===== config.mk =====
export PLATFORM = sky130hd
export DESIGN_NAME = irq_vector_ctrl
export DESIGN_NICKNAME = d
export VERILOG_FILES = /design/src/rtl/irqv_pkg.sv /design/src/rtl/irqv_decode.sv /design/src/rtl/irqv_regbank.sv /design/src/rtl/irqv_encode.sv /design/src/rtl/irq_vector_ctrl.sv
export SDC_FILE = /design/constraint.sdc
export NUM_CORES = 1
export LEC_CHECK = 0
export BUFFER_PORTS_ARGS = -buffer_cell sky130_fd_sc_hd__buf_2
export CAP_MARGIN = 10
export CORE_ASPECT_RATIO = 0.7
export CORE_MARGIN = 3
export CORE_UTILIZATION = 53
export DETAILED_ROUTE_END_ITERATION = 8
export PLACE_DENSITY = 0.72
export SYNTH_ARGS = -nofsm -noshare
export SYNTH_HDL_FRONTEND = slang
export SYNTH_SLANG_ARGS = --single-unit

===== constraint.sdc =====
create_clock -name clk -period 7.35 [get_ports clk]
set_clock_uncertainty 0.05 [all_clocks]
set_input_delay 0.3675 -clock clk [delete_from_list [all_inputs] [get_ports clk]]
set_output_delay 0.3675 -clock clk [all_outputs]
set_load 0.01 [all_outputs]

===== src/rtl/irqv_pkg.sv =====
package irqv_pkg;

  typedef enum logic [1:0] {
    SZ_BYTE = 2'd0,
    SZ_HALF = 2'd1,
    SZ_WORD = 2'd2
  } acc_size_e;

  typedef enum logic [2:0] {
    SEL_MASK   = 3'd0,
    SEL_RAW    = 3'd1,
    SEL_MASKED = 3'd2,
    SEL_NMI    = 3'd3,
    SEL_FAULT  = 3'd4,
    SEL_NONE   = 3'd7
  } reg_sel_e;

  localparam int OFF_MASK   = 'h00;
  localparam int OFF_RAW    = 'h04;
  localparam int OFF_MASKED = 'h08;
  localparam int OFF_NMI    = 'h0C;
  localparam int OFF_FAULT  = 'h10;

endpackage


===== src/rtl/irqv_decode.sv =====
module irqv_decode
  import irqv_pkg::*;
#(
  parameter int ADDR_W = 8
) (
  input  logic [ADDR_W-1:0] addr,
  output reg_sel_e          sel,
  output logic              bad
);

  always_comb begin
    sel = SEL_NONE;
    if      (addr == ADDR_W'(OFF_MASK))   sel = SEL_MASK;
    else if (addr == ADDR_W'(OFF_RAW))    sel = SEL_RAW;
    else if (addr == ADDR_W'(OFF_MASKED)) sel = SEL_MASKED;
    else if (addr == ADDR_W'(OFF_NMI))    sel = SEL_NMI;
    else if (addr == ADDR_W'(OFF_FAULT))  sel = SEL_FAULT;
    bad = (sel == SEL_NONE);
  end

endmodule


===== src/rtl/irqv_regbank.sv =====
module irqv_regbank
  import irqv_pkg::*;
#(
  parameter int NUM_LINES = 30,
  parameter int DATA_W    = 32
) (
  input  logic                 clk,
  input  logic                 rst,
  input  logic                 acc_valid,
  input  logic                 acc_write,
  input  logic [1:0]           acc_size,
  input  logic [DATA_W-1:0]    acc_wdata,
  input  reg_sel_e             sel,
  input  logic                 bad,
  input  logic [NUM_LINES-1:0] lines,
  output logic [DATA_W-1:0]    raw_q,
  output logic [DATA_W-1:0]    mask_q,
  output logic [DATA_W-1:0]    masked_q,
  output logic [DATA_W-1:0]    nmi_q,
  output logic [DATA_W-1:0]    fault_q,
  output logic [DATA_W-1:0]    masked_nxt,
  output logic [DATA_W-1:0]    rdata_q,
  output logic                 err_q
);

  logic              word_ok;
  logic              wr_en;
  logic              rd_en;
  logic [DATA_W-1:0] mask_nxt;
  logic [DATA_W-1:0] raw_nxt;
  logic [DATA_W-1:0] rd_mux;

  assign word_ok = acc_valid && !bad && (acc_size == SZ_WORD);
  assign wr_en   = word_ok && acc_write;
  assign rd_en   = word_ok && !acc_write;

  assign mask_nxt   = (wr_en && sel == SEL_MASK) ? acc_wdata : mask_q;
  assign raw_nxt    = DATA_W'(lines);
  assign masked_nxt = raw_nxt & mask_nxt;

  always_comb begin
    case (sel)
      SEL_MASK:   rd_mux = mask_q;
      SEL_RAW:    rd_mux = raw_q;
      SEL_MASKED: rd_mux = masked_q;
      SEL_NMI:    rd_mux = nmi_q;
      SEL_FAULT:  rd_mux = fault_q;
      default:    rd_mux = '0;
    endcase
  end

  always_ff @(posedge clk) begin
    if (rst) begin
      raw_q    <= '0;
      mask_q   <= '0;
      masked_q <= '0;
      nmi_q    <= '0;
      fault_q  <= '0;
      rdata_q  <= '0;
      err_q    <= 1'b0;
    end else begin
      raw_q    <= raw_nxt;
      mask_q   <= mask_nxt;
      masked_q <= masked_nxt;
      if (wr_en && sel == SEL_NMI)   nmi_q   <= acc_wdata;
      if (wr_en && sel == SEL_FAULT) fault_q <= acc_wdata;
      rdata_q  <= rd_en ? rd_mux : '0;
      err_q    <= acc_valid && bad;
    end
  end

endmodule


===== src/rtl/irqv_encode.sv =====
module irqv_encode #(
  parameter int NUM_LINES  = 30,
  parameter int DATA_W     = 32,
  parameter int VEC_W      = 8,
  parameter int VEC_SHARED = 'h30,
  parameter int VEC_BASE   = 'h31
) (
  input  logic [DATA_W-1:0] masked,
  output logic              any,
  output logic [VEC_W-1:0]  vec
);

  localparam int IDX_W = (NUM_LINES > 1) ? $clog2(NUM_LINES) : 1;

  logic [NUM_LINES-1:0] m;
  logic [IDX_W-1:0]     idx;
  logic                 found;
  logic                 multi;

  assign m = masked[NUM_LINES-1:0];

  always_comb begin
    idx   = '0;
    found = 1'b0;
    for (int i = 0; i < NUM_LINES; i++) begin
      if (!found && m[i]) begin
        idx   = IDX_W'(i);
        found = 1'b1;
      end
    end
    any   = |m;
    multi = |(m & (m - 1'b1));
    if (!any)       vec = '0;
    else if (multi) vec = VEC_W'(VEC_SHARED);
    else            vec = VEC_W'(VEC_BASE) + VEC_W'(idx);
  end

endmodule


===== src/rtl/irq_vector_ctrl.sv =====
module irq_vector_ctrl
  import irqv_pkg::*;
#(
  parameter int NUM_LINES  = 30,
  parameter int DATA_W     = 32,
  parameter int ADDR_W     = 8,
  parameter int VEC_W      = 8,
  parameter int VEC_SHARED = 'h30,
  parameter int VEC_BASE   = 'h31
) (
  input  logic                 clk,
  input  logic                 rst,
  input  logic [NUM_LINES-1:0] irq_lines,
  input  logic                 bus_valid,
  input  logic                 bus_write,
  input  logic [1:0]           bus_size,
  input  logic [ADDR_W-1:0]    bus_addr,
  input  logic [DATA_W-1:0]    bus_wdata,
  output logic [DATA_W-1:0]    bus_rdata,
  output logic                 bus_err,
  output logic                 irq_req,
  output logic [VEC_W-1:0]     irq_vec
);

  reg_sel_e          sel;
  logic              bad;
  logic [DATA_W-1:0] raw_q;
  logic [DATA_W-1:0] mask_q;
  logic [DATA_W-1:0] masked_q;
  logic [DATA_W-1:0] nmi_q;
  logic [DATA_W-1:0] fault_q;
  logic [DATA_W-1:0] masked_nxt;
  logic              any_nxt;
  logic [VEC_W-1:0]  vec_nxt;

  irqv_decode #(.ADDR_W(ADDR_W)) u_dec (
    .addr (bus_addr),
    .sel  (sel),
    .bad  (bad)
  );

  irqv_regbank #(.NUM_LINES(NUM_LINES), .DATA_W(DATA_W)) u_regs (
    .clk        (clk),
    .rst        (rst),
    .acc_valid  (bus_valid),
    .acc_write  (bus_write),
    .acc_size   (bus_size),
    .acc_wdata  (bus_wdata),
    .sel        (sel),
    .bad        (bad),
    .lines      (irq_lines),
    .raw_q      (raw_q),
    .mask_q     (mask_q),
    .masked_q   (masked_q),
    .nmi_q      (nmi_q),
    .fault_q    (fault_q),
    .masked_nxt (masked_nxt),
    .rdata_q    (bus_rdata),
    .err_q      (bus_err)
  );

  irqv_encode #(
    .NUM_LINES(NUM_LINES), .DATA_W(DATA_W), .VEC_W(VEC_W),
    .VEC_SHARED(VEC_SHARED), .VEC_BASE(VEC_BASE)
  ) u_enc (
    .masked (masked_nxt),
    .any    (any_nxt),
    .vec    (vec_nxt)
  );

  always_ff @(posedge clk) begin
    if (rst) begin
      irq_req <= 1'b0;
      irq_vec <= '0;
    end else begin
      irq_req <= any_nxt;
      irq_vec <= vec_nxt;
    end
  end

endmodule


; ---- After elaboration in Yosys (flattened, before gate mapping)
; Cells that the tools add are included.
[totals]
ff_bits = 201
latchBits = 0
ram_bits = 0
mem_bits_ro = 0
in_bits = 76
output_inout_bits = 42
elab_cells = 168
mem_count = 0
[op_classes]
addsub = 2
mul = 0
n_div = 0
magnitude_cmp = 0
eq_ne = 10
shifts = 0
n_mux = 66
n_bitwise = 4
reduce_logical = 75
[op_table]
columns = operator, n
row1 = $pmux 32 s5, 1
row2 = $mux 5, 14
row3 = $reduce_or 30->1, 2
row4 = $logic_and 1x1->1, 37
row5 = $and 30x32->32, 1
row6 = $mux 32, 1
row7 = $mux 4, 8
row8 = $reduce_or 32->1, 1
row9 = $logic_not 1->1, 31
row10 = $and 30x30->30, 1
row11 = $mux 1, 30
row12 = $sub 30x1->30 const B, 1
row13 = $mux 3, 8
row14 = $eq 8x4->1 const B, 2
row15 = $eq 8x3->1 const B, 1
row16 = $eq 8x5->1 const B, 1
row17 = $logic_not 8->1, 1
row18 = $add 6x5->7 const A, 1
row19 = $eq 3x2->1 const B, 2
row20 = $eq 3x3->1 const B, 2
row21 = $mux 2, 3
row22 = $mux 6, 1
row23 = $reduce_or 2->1, 2
row24 = $eq 3x1->1 const B, 1
row25 = 3 further kinds, 4

; ---- Depth between registers and ports, before layout
[depth]
word_depth = 104
mapped_depth = 15

; ---- Modules after synthesis
; Synthesis repeated with hierarchy kept, for this count alone.
[unflattened]
hier_cells = 986
hier_area_um2 = 9230.1
[modules_own_cells]
columns = mod, n_inst, cells_each, area_each_um2, seq_area_each_um2
row1 = irqv_regbank, 1, 824, 8042.7, 3783.6
row2 = irqv_encode, 1, 136, 892.1, 0.0
row3 = irq_vector_ctrl, 1, 18, 236.5, 180.2
row4 = irqv_decode, 1, 8, 58.8, 0.0

; ---- Worst setup path after synthesis
; OpenSTA, ideal clock, no wires.
[synth_path]
path_kind = input to register
from = in bus_addr[7]
to = reg irq_vec[6]
setup_ps = 115
t_arrival_ps = 3010
slack_ps = 4175
cell_stages = 14
cell_sequence = nor4_2 > and4_1 > buf_6 > buf_12 > buf_12 > buf_8 > mux2i_1 > nor2_1 > and3_1 > and4_1 > nand4b_1 > ha_1 > a32o_1 > and2_1
[synth_between]
elab_chain_len = 103
[synth_rtl]
columns = item, line
row1 = from (decl), irq_vector_ctrl.sv:17  ; input logic [ADDR_W-1:0] bus_addr,
row2 = $eq 8x5->1, irqv_decode.sv:17  ; else if (addr == ADDR_W'(OFF_FAULT)) sel = SEL_FAULT;
row3 = $mux 2, irqv_decode.sv:17
row4 = $mux 3, irqv_decode.sv:16  ; else if (addr == ADDR_W'(OFF_NMI)) sel = SEL_NMI;
row5 = $mux 3, irqv_decode.sv:15  ; else if (addr == ADDR_W'(OFF_MASKED)) sel = SEL_MASKED;
row6 = $mux 3, irqv_decode.sv:14  ; else if (addr == ADDR_W'(OFF_RAW)) sel = SEL_RAW;
row7 = $mux 3 *, irqv_decode.sv:13  ; if (addr == ADDR_W'(OFF_MASK)) sel = SEL_MASK;
row8 = $eq 3x3->1, irqv_decode.sv:18  ; bad = (sel == SEL_NONE);
row9 = $logic_not 1->1, irqv_regbank.sv:33  ; assign word_ok = acc_valid && !bad && (acc_size == SZ_WORD);
row10 = [... 87 more ...], --
row11 = $mux 1, irqv_encode.sv:26  ; if (!found && m[i]) begin
row12 = $logic_not 1->1, irqv_encode.sv:26
row13 = $logic_and 1x1->1, irqv_encode.sv:26
row14 = $mux 1, irqv_encode.sv:26
row15 = $logic_not 1->1, irqv_encode.sv:26
row16 = $logic_and 1x1->1, irqv_encode.sv:26
row17 = $mux 5, irqv_encode.sv:26
row18 = $add 6x5->7, irqv_encode.sv:35  ; else vec = VEC_W'(VEC_BASE) + VEC_W'(idx);
row19 = to (signal assigned), irq_vector_ctrl.sv:77  ; irq_vec <= vec_nxt;
row20 = to (decl), irq_vector_ctrl.sv:22  ; output logic [VEC_W-1:0] irq_vec
; Mark *: on every way between the ends. The rest lies on a longest branch, timed or not.
; A chain may end at the register's enable or synchronous reset.

; ---- Worst setup path after layout
[layout_path]
from = in bus_addr[4]
to = reg irq_vec[3]
; The elaborated chain is that of the path after synthesis.

==> results by group <==
Run status
  • Status: completed

Detailed routing
  • DR pass1 iterations: 6
  • DR vias/cell: 5.83
  • DR DRC count: 0
  • Drt first-iter violations: between 600 and 700
  • Mean routed wirelength per cell: around 18 µm
  • Total routed wirelength: between 20000 and 25000 µm
  • Vias: between 7000 and 8000
  • ANT nets after route: 0

Clock network
  • Clock tree sinks: around 200
  • Clk slew on worst S/H paths: ~80 ps
  • Clock Path Buffers: 2
  • H-tree levels: 4
  • Post CTS Setup Buffer Count: 0
  • CTS Buf Count: 17
  • Hold_buf cts: 0
  • CTS resizes: 0
  • CTS tree: done
  • Root Buffer: clkbuf_16
  • Clk_lat worst skew: between 400 and 500 ps

Worst setup path
  • CP Capture Type: flip-flop
  • Setup crit start kind: primary input
  • CP Data Required Time: between 7000 and 8000 ps
  • Critical-path maximum fanout: around 40
  • Crit path DAT: around 4200 ps
  • Setup Crit Path Kind: primary input to flip-flop
  • R2r setup slk: 4510 ps

Yosys
  • Mapped Nets: between 900 and 1000
  • Synth Area in XOR/XNOR: 0
  • Number of flops mapped to enable cells by yosys: 0
  • Mean Syn Cell Area: 8.91 µm²
  • Post-synthesis compound-gate area fraction: 0.170
  • Post-synthesis sequential area ratio: 0.489
  • Mux cell area share after synthesis: 0.0758
  • Main flop type after synthesis: dfxtp_1
  • Post-Syn Instances: just over 900
  • Post-synth ARST share: 0
  • Seq cells post-synth: slightly below 200
  • Synthesized area: 0.00807 mm²
  • Largest family of logic cells by synthesized area: simple AND/OR/NAND/NOR gates
  • Post-Synth Simple-Gate Area: 0.223
  • Post-synthesis adder-cell area fraction: 0.00403
  • Synth warn: 0
  • Unique masters post-synth: 60

STA
  • RSZ-0062 raised after global routing: no
  • Max-slew violations: 0
  • Slew at the pin with the worst max-slew slack: roughly 980 ps
  • Setup TNS: 0 ps
  • Final Hold Viols: 0
  • Highest Clock Rate: roughly 0.26 GHz
  • Slew headroom: 0.344
  • Final period util: 0.528
  • Tmin final: between 3000 and 4000 ps
  • Final setup fails: 0

Layout
  • Area growth from synthesis to layout: 15.4%
  • Diodes inserted: 0
  • Layout Nets: 1070
  • Share of layout cells above drive strength 1: 0.187
  • Final Cell Area: roughly 0.0093 mm²

Global routing
  • Initial antenna violation count: 1
  • Largest net degree at the start of global routing: between 50 and 60
  • First-pass GRT wire length: approximately 34000 µm
  • Remaining global-route overflow: 0
  • GRT Overall Usage: 0.255
  • Vias in the first global route: ~6500

Power and ir drop
  • Pwr per Cell Area: 224 mW/mm²
  • Max rail drop VDD: approximately 140 µV
  • Tot Pwr: about 2.1 mW
  • Static leakage: about 3.4 nW

Placed design
  • Placed cell areas: ~0.0087 mm²
  • Final HPWL DP: about 14000 µm
  • Final Wtd Congestion: ~0.9
  • Port Buffer Count: roughly 120

Job
  • Max_cap viols: 0

Floorplan
  • Die Ht: about 110 µm
  • Die width: about 150 µm
  • Die area: between 0.015 and 0.02 mm²
  • Rows: 37
  • Core area: 0.0148 mm²
  • Initial core utilization: 0.545
  • Ports: 118

Min path
  • Hold Path Class: primary input to flip-flop
==> metrics by stage <==
step | worst slack (ps) | hold WS, ps | util | std cells
2_1_floorplan | 4170 | 386 | - | 906
3_3_place_gp | 3170 | 392 | 0.588 | 1169
3_5_place_dp | 3070 | 398 | 0.588 | 1169
4_1_cts | 3500 | 133 | 0.629 | 1201
5_1_grt | 3200 | 144 | 0.629 | 1201
6_report | 3470 | 138 | 0.629 | 1201
==> synth_stat cells (2+ instances only) <==
library cell,number,area share
a21oi_1,104,0.064
a222oi_1,32,0.040
a22oi_1,31,0.029
a31o_2,2,0.0022
a31oi_1,2,0.0015
and2_1,9,0.0070
and3_1,5,0.0039
and3b_1,2,0.0022
and4_1,3,0.0033
buf_12,3,0.0074
buf_4,2,0.0019
clkbuf_1,50,0.023
dfxtp_1,197,0.49
inv_1,5,0.0023
maj3_1,2,0.0025
mux2_2,3,0.0042
mux2i_1,55,0.068
mux2i_2,2,0.0034
nand2_1,200,0.093
nand2b_1,2,0.0015
nand3_1,4,0.0025
nand4_1,2,0.0015
nand4b_1,2,0.0022
nor2_1,58,0.027
nor2b_1,56,0.043
nor3_1,7,0.0043
nor4_1,3,0.0023
nor4_2,3,0.0047
nor4_4,3,0.0079
nor4b_1,2,0.0022
o211ai_1,2,0.0019
o21ai_0,8,0.0050
o21bai_1,3,0.0028
o22ai_1,6,0.0047
o31ai_1,3,0.0028
o32a_1,3,0.0037
or2_2,6,0.0047
or4_1,2,0.0019
==> kinds of logic after synthesis <==
family / count (synthesis)
flops: 197
compound gates: 207
other cells: 1
simple gates: 375
mux: 60
fa+ha+maj: 3
buf+inv: 63
==> where the power goes <==
| group | internal, mW | switching, mW | total [mW] |
|---|---|---|---|
| Clock | 0.495 | 0.447 | 0.941 |
| Combinational | 0.0260 | 0.0446 | 0.0706 |
| Sequential | 1.08 | 0.00237 | 1.08 |
==> worst paths after layout <==
kind,start,to,cells after the start
worst min register to register,u_regs.fault_q[30],u_regs.fault_q[30],2
worst max register to register,u_regs.mask_q[3],irq_vec[3],8
worst max-delay path,bus_addr[4],irq_vec[3],11
worst min-delay path,bus_wdata[25],u_regs.nmi_q[25],3
==> registers in the layout (all words and copies together), names as in the netlist <==
name and cells:
irq_req 1, irq_vec 7, u_regs.err_q 1, u_regs.fault_q 32
u_regs.mask_q 32, u_regs.masked_q 30, u_regs.nmi_q 32, u_regs.raw_q 30
u_regs.rdata_q 32
==> routing by layer <==
layer  track usage  wire length [µm]  vias up
met5             0                 9        -
met4        0.0807               290        2
met3        0.0452              1760       25
met2         0.385              9260      280
met1         0.375             10400     3325
li1              -                 -     3370
==> layout by cell type (no fill, tap or decap), drive strengths merged, types with 3 or more instances in the layout <==
cell type / Yosys / final
a21oi: 104 / 104
a222oi: 32 / 32
a22oi: 31 / 31
and2: 10 / 10
and3: 5 / 5
and4: 3 / 3
buf: 8 / 126
clkbuf: 50 / 18
clkinv: 0 / 6
dfxtp: 197 / 197
inv: 5 / 10
mux2: 3 / 3
mux2i: 57 / 57
nand2: 200 / 200
nand3: 4 / 4
nor2: 59 / 59
nor2b: 56 / 56
nor3: 8 / 8
nor4: 9 / 9
nor4b: 3 / 3
o21ai: 9 / 9
o21bai: 3 / 3
o22ai: 6 / 6
o31ai: 3 / 3
o32a: 3 / 3
or2: 6 / 6
==> final cells by class <==
type	instances	area, µm²
fill	1308	5500
sequential	197	3940
multi-input combinational	646	3840
timing repair buffer	126	658
clock buffer	18	439
tap	195	244
clock inverter	14	166
inverter	5	18.8
==> critical path, cell delays in order <==
cell,delay (ps)
buf_2,140
nor4_2,300
and4_4,770
buf_4,470
mux2i_1,170
nor4_1,410
and4_1,450
and4b_1,270
o2111ai_2,180
nor4_4,410
o221a_1,230
Power figures use the tool's default switching activity.
